**config.mk**
```make
export PLATFORM = sky130hd
export DESIGN_NAME = smram_lock_ctl
export DESIGN_NICKNAME = d
export VERILOG_FILES = /design/src/rtl/smram_ctl_pkg.sv /design/src/rtl/smram_cfg_decode.sv /design/src/rtl/smram_lock_fsm.sv /design/src/rtl/smram_window_dec.sv /design/src/rtl/smram_rdata.sv /design/src/rtl/smram_lock_ctl.sv
export SDC_FILE = /design/constraint.sdc
export NUM_CORES = 1
export LEC_CHECK = 0
export ABC_AREA = 1
export ABC_CLOCK_PERIOD_IN_PS = 1000
export BUFFER_PORTS_ARGS = -buffer_cell sky130_fd_sc_hd__buf_2
export CAP_MARGIN = 40
export CORE_MARGIN = 2
export CORE_UTILIZATION = 29
export CTS_CLUSTER_SIZE = 25
export DETAILED_ROUTE_END_ITERATION = 8
export GPL_TIMING_DRIVEN = 0
export PLACE_DENSITY = 0.85
export SLEW_MARGIN = 10
export SYNTH_ARGS = -nofsm -noshare
export SYNTH_HDL_FRONTEND = slang
export SYNTH_SLANG_ARGS = --single-unit
```
**constraint.sdc**
```tcl
create_clock -name clk_i -period 1 [get_ports clk_i]
set_clock_uncertainty 0.05 [all_clocks]
set_input_delay 0.1 -clock clk_i [delete_from_list [all_inputs] [get_ports clk_i]]
set_output_delay 0.1 -clock clk_i [all_outputs]
set_load 0.03 [all_outputs]
```
**src/rtl/smram_ctl_pkg.sv**
```systemverilog
package smram_ctl_pkg;
  localparam int unsigned BYTE_W = 8;

  localparam logic [BYTE_W-1:0] CODE_QUERY  = 8'hFF;
  localparam logic [BYTE_W-1:0] CODE_LOCK   = 8'h02;
  localparam logic [BYTE_W-1:0] CODE_AVAIL  = 8'h01;
  localparam logic [BYTE_W-1:0] CODE_IDLE   = 8'h00;

  typedef enum logic [1:0] {
    ST_IDLE    = 2'd0,
    ST_QUERIED = 2'd1,
    ST_LOCKED  = 2'd2
  } lock_state_e;

  typedef struct packed {
    logic hit;
    logic query;
    logic lock;
  } cfg_wr_t;
endpackage

```
**src/rtl/smram_cfg_decode.sv**
```systemverilog
module smram_cfg_decode
  import smram_ctl_pkg::*;
#(
  parameter logic [BYTE_W-1:0] CFG_OFFSET = 8'h9C
) (
  input  logic [BYTE_W-1:0] cfg_addr_i,
  input  logic [BYTE_W-1:0] cfg_wdata_i,
  input  logic              cfg_we_i,
  output logic              rd_hit_o,
  output cfg_wr_t           wr_o
);
  always_comb begin
    rd_hit_o   = (cfg_addr_i == CFG_OFFSET);
    wr_o.hit   = cfg_we_i && rd_hit_o;
    wr_o.query = wr_o.hit && (cfg_wdata_i == CODE_QUERY);
    wr_o.lock  = wr_o.hit && (cfg_wdata_i == CODE_LOCK);
  end
endmodule

```
**src/rtl/smram_lock_fsm.sv**
```systemverilog
module smram_lock_fsm
  import smram_ctl_pkg::*;
#(
  parameter bit FEATURE_PRESENT = 1'b1
) (
  input  logic        clk_i,
  input  logic        rst_ni,
  input  cfg_wr_t     wr_i,
  output lock_state_e state_o,
  output logic        locked_o
);
  lock_state_e state_q, state_d;

  always_comb begin
    state_d = state_q;
    unique case (state_q)
      ST_IDLE, ST_QUERIED: begin
        // lock needs the feature; any other value leaves state alone
        if (wr_i.lock && FEATURE_PRESENT) state_d = ST_LOCKED;
        else if (wr_i.query)              state_d = ST_QUERIED;
      end
      ST_LOCKED: state_d = ST_LOCKED;
      default:   state_d = ST_IDLE;
    endcase
  end

  always_ff @(posedge clk_i or negedge rst_ni) begin
    if (!rst_ni) state_q <= ST_IDLE;
    else         state_q <= state_d;
  end

  assign state_o  = state_q;
  assign locked_o = (state_q == ST_LOCKED);
endmodule

```
**src/rtl/smram_window_dec.sv**
```systemverilog
module smram_window_dec #(
  parameter int unsigned       ADDR_W   = 32,
  parameter logic [ADDR_W-1:0] WIN_BASE = 32'h0003_0000,
  parameter logic [ADDR_W-1:0] WIN_SIZE = 32'h0002_0000
) (
  input  logic [ADDR_W-1:0] acc_addr_i,
  input  logic              acc_smm_i,
  input  logic              locked_i,
  output logic              in_win_o,
  output logic              allow_o
);
  localparam logic [ADDR_W:0] WIN_END = {1'b0, WIN_BASE} + {1'b0, WIN_SIZE};

  always_comb begin
    in_win_o = ({1'b0, acc_addr_i} >= {1'b0, WIN_BASE}) &&
               ({1'b0, acc_addr_i} <  WIN_END);
    allow_o  = !(in_win_o && locked_i && !acc_smm_i);
  end
endmodule

```
**src/rtl/smram_rdata.sv**
```systemverilog
module smram_rdata
  import smram_ctl_pkg::*;
#(
  parameter bit FEATURE_PRESENT = 1'b1
) (
  input  logic              clk_i,
  input  logic              rst_ni,
  input  logic              rd_hit_i,
  input  lock_state_e       state_i,
  output logic [BYTE_W-1:0] rdata_o
);
  logic [BYTE_W-1:0] val;

  always_comb begin
    unique case (state_i)
      ST_QUERIED: val = FEATURE_PRESENT ? CODE_AVAIL : CODE_IDLE;
      ST_LOCKED:  val = CODE_LOCK;
      default:    val = CODE_IDLE;
    endcase
  end

  always_ff @(posedge clk_i or negedge rst_ni) begin
    if (!rst_ni) rdata_o <= '0;
    else         rdata_o <= rd_hit_i ? val : '0;
  end
endmodule

```
**src/rtl/smram_lock_ctl.sv**
```systemverilog
module smram_lock_ctl
  import smram_ctl_pkg::*;
#(
  parameter bit                FEATURE_PRESENT = 1'b1,
  parameter logic [7:0]        CFG_OFFSET      = 8'h9C,
  parameter int unsigned       ADDR_W          = 32,
  parameter logic [ADDR_W-1:0] WIN_BASE        = 32'h0003_0000,
  parameter logic [ADDR_W-1:0] WIN_SIZE        = 32'h0002_0000
) (
  input  logic              clk_i,
  input  logic              rst_ni,
  input  logic [7:0]        cfg_addr_i,
  input  logic [7:0]        cfg_wdata_i,
  input  logic              cfg_we_i,
  output logic [7:0]        cfg_rdata_o,
  input  logic [ADDR_W-1:0] acc_addr_i,
  input  logic              acc_smm_i,
  output logic              acc_allow_o
);
  logic        rd_hit;
  cfg_wr_t     wr;
  lock_state_e state;
  logic        lock_q;
  logic        in_win;

  smram_cfg_decode #(.CFG_OFFSET(CFG_OFFSET)) u_dec (
    .cfg_addr_i (cfg_addr_i),
    .cfg_wdata_i(cfg_wdata_i),
    .cfg_we_i   (cfg_we_i),
    .rd_hit_o   (rd_hit),
    .wr_o       (wr)
  );

  smram_lock_fsm #(.FEATURE_PRESENT(FEATURE_PRESENT)) u_fsm (
    .clk_i   (clk_i),
    .rst_ni  (rst_ni),
    .wr_i    (wr),
    .state_o (state),
    .locked_o(lock_q)
  );

  smram_window_dec #(
    .ADDR_W  (ADDR_W),
    .WIN_BASE(WIN_BASE),
    .WIN_SIZE(WIN_SIZE)
  ) u_win (
    .acc_addr_i(acc_addr_i),
    .acc_smm_i (acc_smm_i),
    .locked_i  (lock_q),
    .in_win_o  (in_win),
    .allow_o   (acc_allow_o)
  );

  smram_rdata #(.FEATURE_PRESENT(FEATURE_PRESENT)) u_rd (
    .clk_i   (clk_i),
    .rst_ni  (rst_ni),
    .rd_hit_i(rd_hit),
    .state_i (state),
    .rdata_o (cfg_rdata_o)
  );
endmodule

```
==> qor.log <==
qor: run_status.outcome complete, but fails checks
qor: run_status.failing_checks setup timing
qor: timing.rsz0062_at_grt true
qor: drt.remaining_drc_errors 0
qor: clock_tree.cts-root-to-sink-buffers 2
qor: power.p_leak 0.000428 uW
qor: logic_synthesis.synth_cell_type_count 15
qor: logic_synthesis.post_synth_instance_area 422 um2
qor: setup_path.timing.critical_path.from_type flop
qor: timing.final_max_slew_viol_count 0
qor: timing.final_critical_path_setup_slack -0.289 ns
qor: floorplanning.std_cell_rows 13
qor: placed_design.globalplace.congestion 0.643
qor: setup_path.crit_path_start u_fsm.state_o[0]
qor: clock_tree.tritoncts yes
qor: drt.ant_nets 0
qor: timing.portion_of_the_clock_cycle_consumed_by_the_worst_path_in_the_final_layout 129%
qor: floorplanning.die_height 42.1 um
qor: hold_path.worst_hold_startpoint cfg_we_i
qor: clock_tree.clock-sinks 4
qor: logic_synthesis.postSynthCellCount 74
qor: clock_tree.clkSlewWorstSetupHoldPaths 0.04 ns
qor: drt.wl_per_cell 8.06 um
qor: setup_path.crit-reg2reg-launch u_fsm.state_o[1]
qor: cells_and_area.fillers 131
qor: power.vdd_ir_drop_max 0.291 mV
qor: placed_design.place_hpwl 906 um
qor: setup_path.setup.worst_path.end_class primary output
qor: logic_synthesis.synth.avg_cell_area 5.70 um2
qor: clock_tree.clk_root_buffer_cell clkbuf_4
qor: placed_design.dpl-instance-area 657 um2
qor: setup_path.arr_time_crit_path 1.14 ns
qor: timing.final_hold_viol_count 0
qor: placed_design.port_buffers 38
qor: global_route.gr-total-overflow 0
qor: cells_and_area.multiInputGateArea 263 um2
qor: cells_and_area.layout-drive-gt1-share 48.4%
qor: global_route.grt_first_pass_wirelength 1920 um
qor: drt.routed-via-count 561
qor: run.count_of_max_cap_constraint_violations 0
qor: setup_path.critical_path_buf_inv_count 2
qor: drt.detailedRoute.firstIterationViolations 11
qor: logic_synthesis.synth_seq_cells 4
qor: cells_and_area.final_cell_area 723 um2
qor: timing.finalCriticalPeriod 1.29 ns
qor: setup_path.crit_slowest_cell dfrtp_1
qor: floorplanning.fp.coreArea 0.00133 mm2
qor: timing.timing.fmax 0.776 GHz
qor: cells_and_area.final_stage_net_count 178
qor: cells_and_area.final_util 54.2%
qor: logic_synthesis.synth_sequential_area_ratio 23.7%
qor: setup_path.cp.required 0.85 ns
qor: clock_tree.worst_skew_pair.late_latency 0.24 ns
qor: floorplanning.design.die.area 0.00177 mm2
qor: setup_path.path_max_fanout 2
qor: cells_and_area.insertedDiodeCount 0
qor: floorplanning.chipWidth 42.1 um
qor: hold_path.hold_path_class in -> reg
qor: setup_path.crit_type reg -> out
qor: setup_path.crit_path_max_incr_delay 0.38 ns
qor: global_route.grt_max_degree 5
qor: logic_synthesis.ys.warnings.count 0
qor: global_route.first_global_vias 523
qor: clock_tree.cts_buffers 3
qor: cells_and_area.area_growth 71.5%
qor: timing.setup_viol_count_final 1
qor: global_route.grt_util_all_layers 14.4%
qor: drt.drt_pre_antenna_iters 4
qor: floorplanning.floorplan.initialDensity 31.6%
qor: floorplanning.io_pins 61
qor: global_route.antenna_found_initial 0
qor: power.power.density_cell_area 746 mW/mm2
qor: setup_path.crit_family flip-flops
qor: clock_tree.htree_levels 1
qor: drt.average_via_count_per_standard_cell 4.04
qor: setup_path.worstPathCellList inv_2 > nand2_4 > nor3_2 > nand4_1 > buf_6
qor: cells_and_area.seqCellArea 100 um2
qor: drt.drt_wl_total 1120 um
-- metrics by stage --
step	worst slack (ns)	hold WS (ns)	power (uW)	setup TNS (ns)	std cells
final	-0.289	0.0984	540	-0.289	139
after global routing	-0.356	0.104	583	-0.356	139
after CTS	-0.279	0.0927	547	-0.279	139
after detailed placement	-0.0960	-0.139	333	-0.0960	132
after global placement	-0.0809	-0.144	329	-0.0809	132
after floorplan	-0.107	-0.246	251	-0.107	79
-- cell usage in the layout, fill, tap and decap left out --
cell,count
nor2_1,20
nand3_1,1
buf_4,9
inv_1,11
conb_1,6
buf_2,37
clkbuf_4,3
nor4_1,1
buf_6,1
nand2_4,1
nor3_2,2
nand3_2,1
a21oi_1,1
inv_2,1
o21ai_2,1
nand2_1,18
dfrtp_1,4
nand4_1,1
dlygate4sd3_1,1
nor2_2,4
-- final cells by class --
class / instances / area share (%)
Clock buffer: 3 / 3.11
Buffer: 6 / 6.23
Tap cell: 15 / 2.60
Sequential cell: 4 / 13.8
Timing Repair Buffer: 42 / 31.7
Multi-Input combinational cell: 57 / 36.3
Inverter: 12 / 6.23
-- routing by layer --
| metal | routed length (um) | global-route usage [%] | up-vias | part of all wire, % |
|---|---|---|---|---|
| li1 | - | - | 310 | - |
| met1 | 417 | 12.4 | 229 | 37 |
| met2 | 608 | 28.1 | 20 | 54 |
| met3 | 71 | 2.59 | 2 | 6.3 |
| met4 | 22 | 11.3 | 0 | 2.0 |
| met5 | 0 | 0 | - | 0 |
-- power breakdown --
group          internal, uW  switching, uW  total [uW]
logic                  85.6           86.9         173
clock network           135           69.9         204
registers               163         0.0213         163
total                   383            157         540
-- what timing repair did --
action                                 CTS  global route
setup buffers                            3             0
pin swaps                                2             0
hold buffers                             1             0
endpoints found under the hold margin    4             0
resized for setup                        2             1
setup endpoints to repair                1             1
-- kinds of logic (layout without fill, tap and decap cells) --
logic type / Yosys count / after routing / share of synthesized area [%]
buffers and inverters: 18 / 63 / 21.4
flip-flops: 4 / 4 / 23.7
other: 1 / 6 / 0.889
AND/OR/NAND/NOR: 49 / 49 / 50.7
AO/OA/AOI/OAI: 2 / 2 / 3.26
-- registers in the layout, summed over array words and instances, names as in the netlist --
name and count:
u_rd.rdata_o 2, u_fsm.state_o 2
-- cells in the mapped netlist, drive strengths merged --
cell	n	area [um2]
nand4	1	6.26
buf	6	45.0
o21ai	1	8.76
a21oi	1	5.00
dfrtp	4	100
conb	1	3.75
nand3	2	15.0
nor3	2	15.0
inv	12	45.0
nor4	1	6.26
nor2	24	100
nand2	19	71.3
-- worst min-delay path, stage by stage --
cell and delay (ns):
buf_2 0.11, nand3_2 0.08, o21ai_2 0.05
-- path summary, 6_finish.rpt --
check / end / slack, ns / depth (start not counted)
worst max-delay path: acc_allow_o / -0.29 / 5
worst min-delay path: u_fsm.state_o[1] / 0.1 / 3
worst max register to register: u_fsm.state_o[0] / 0.13 / 4
worst min register to register: u_fsm.state_o[0] / 0.48 / 2
max in group asynchronous: u_fsm.state_o[1] / 0.62 / 2
min in group asynchronous: u_rd.rdata_o[1] / 0.15 / 2
No activity file was read; power rests on OpenSTA's default activity.
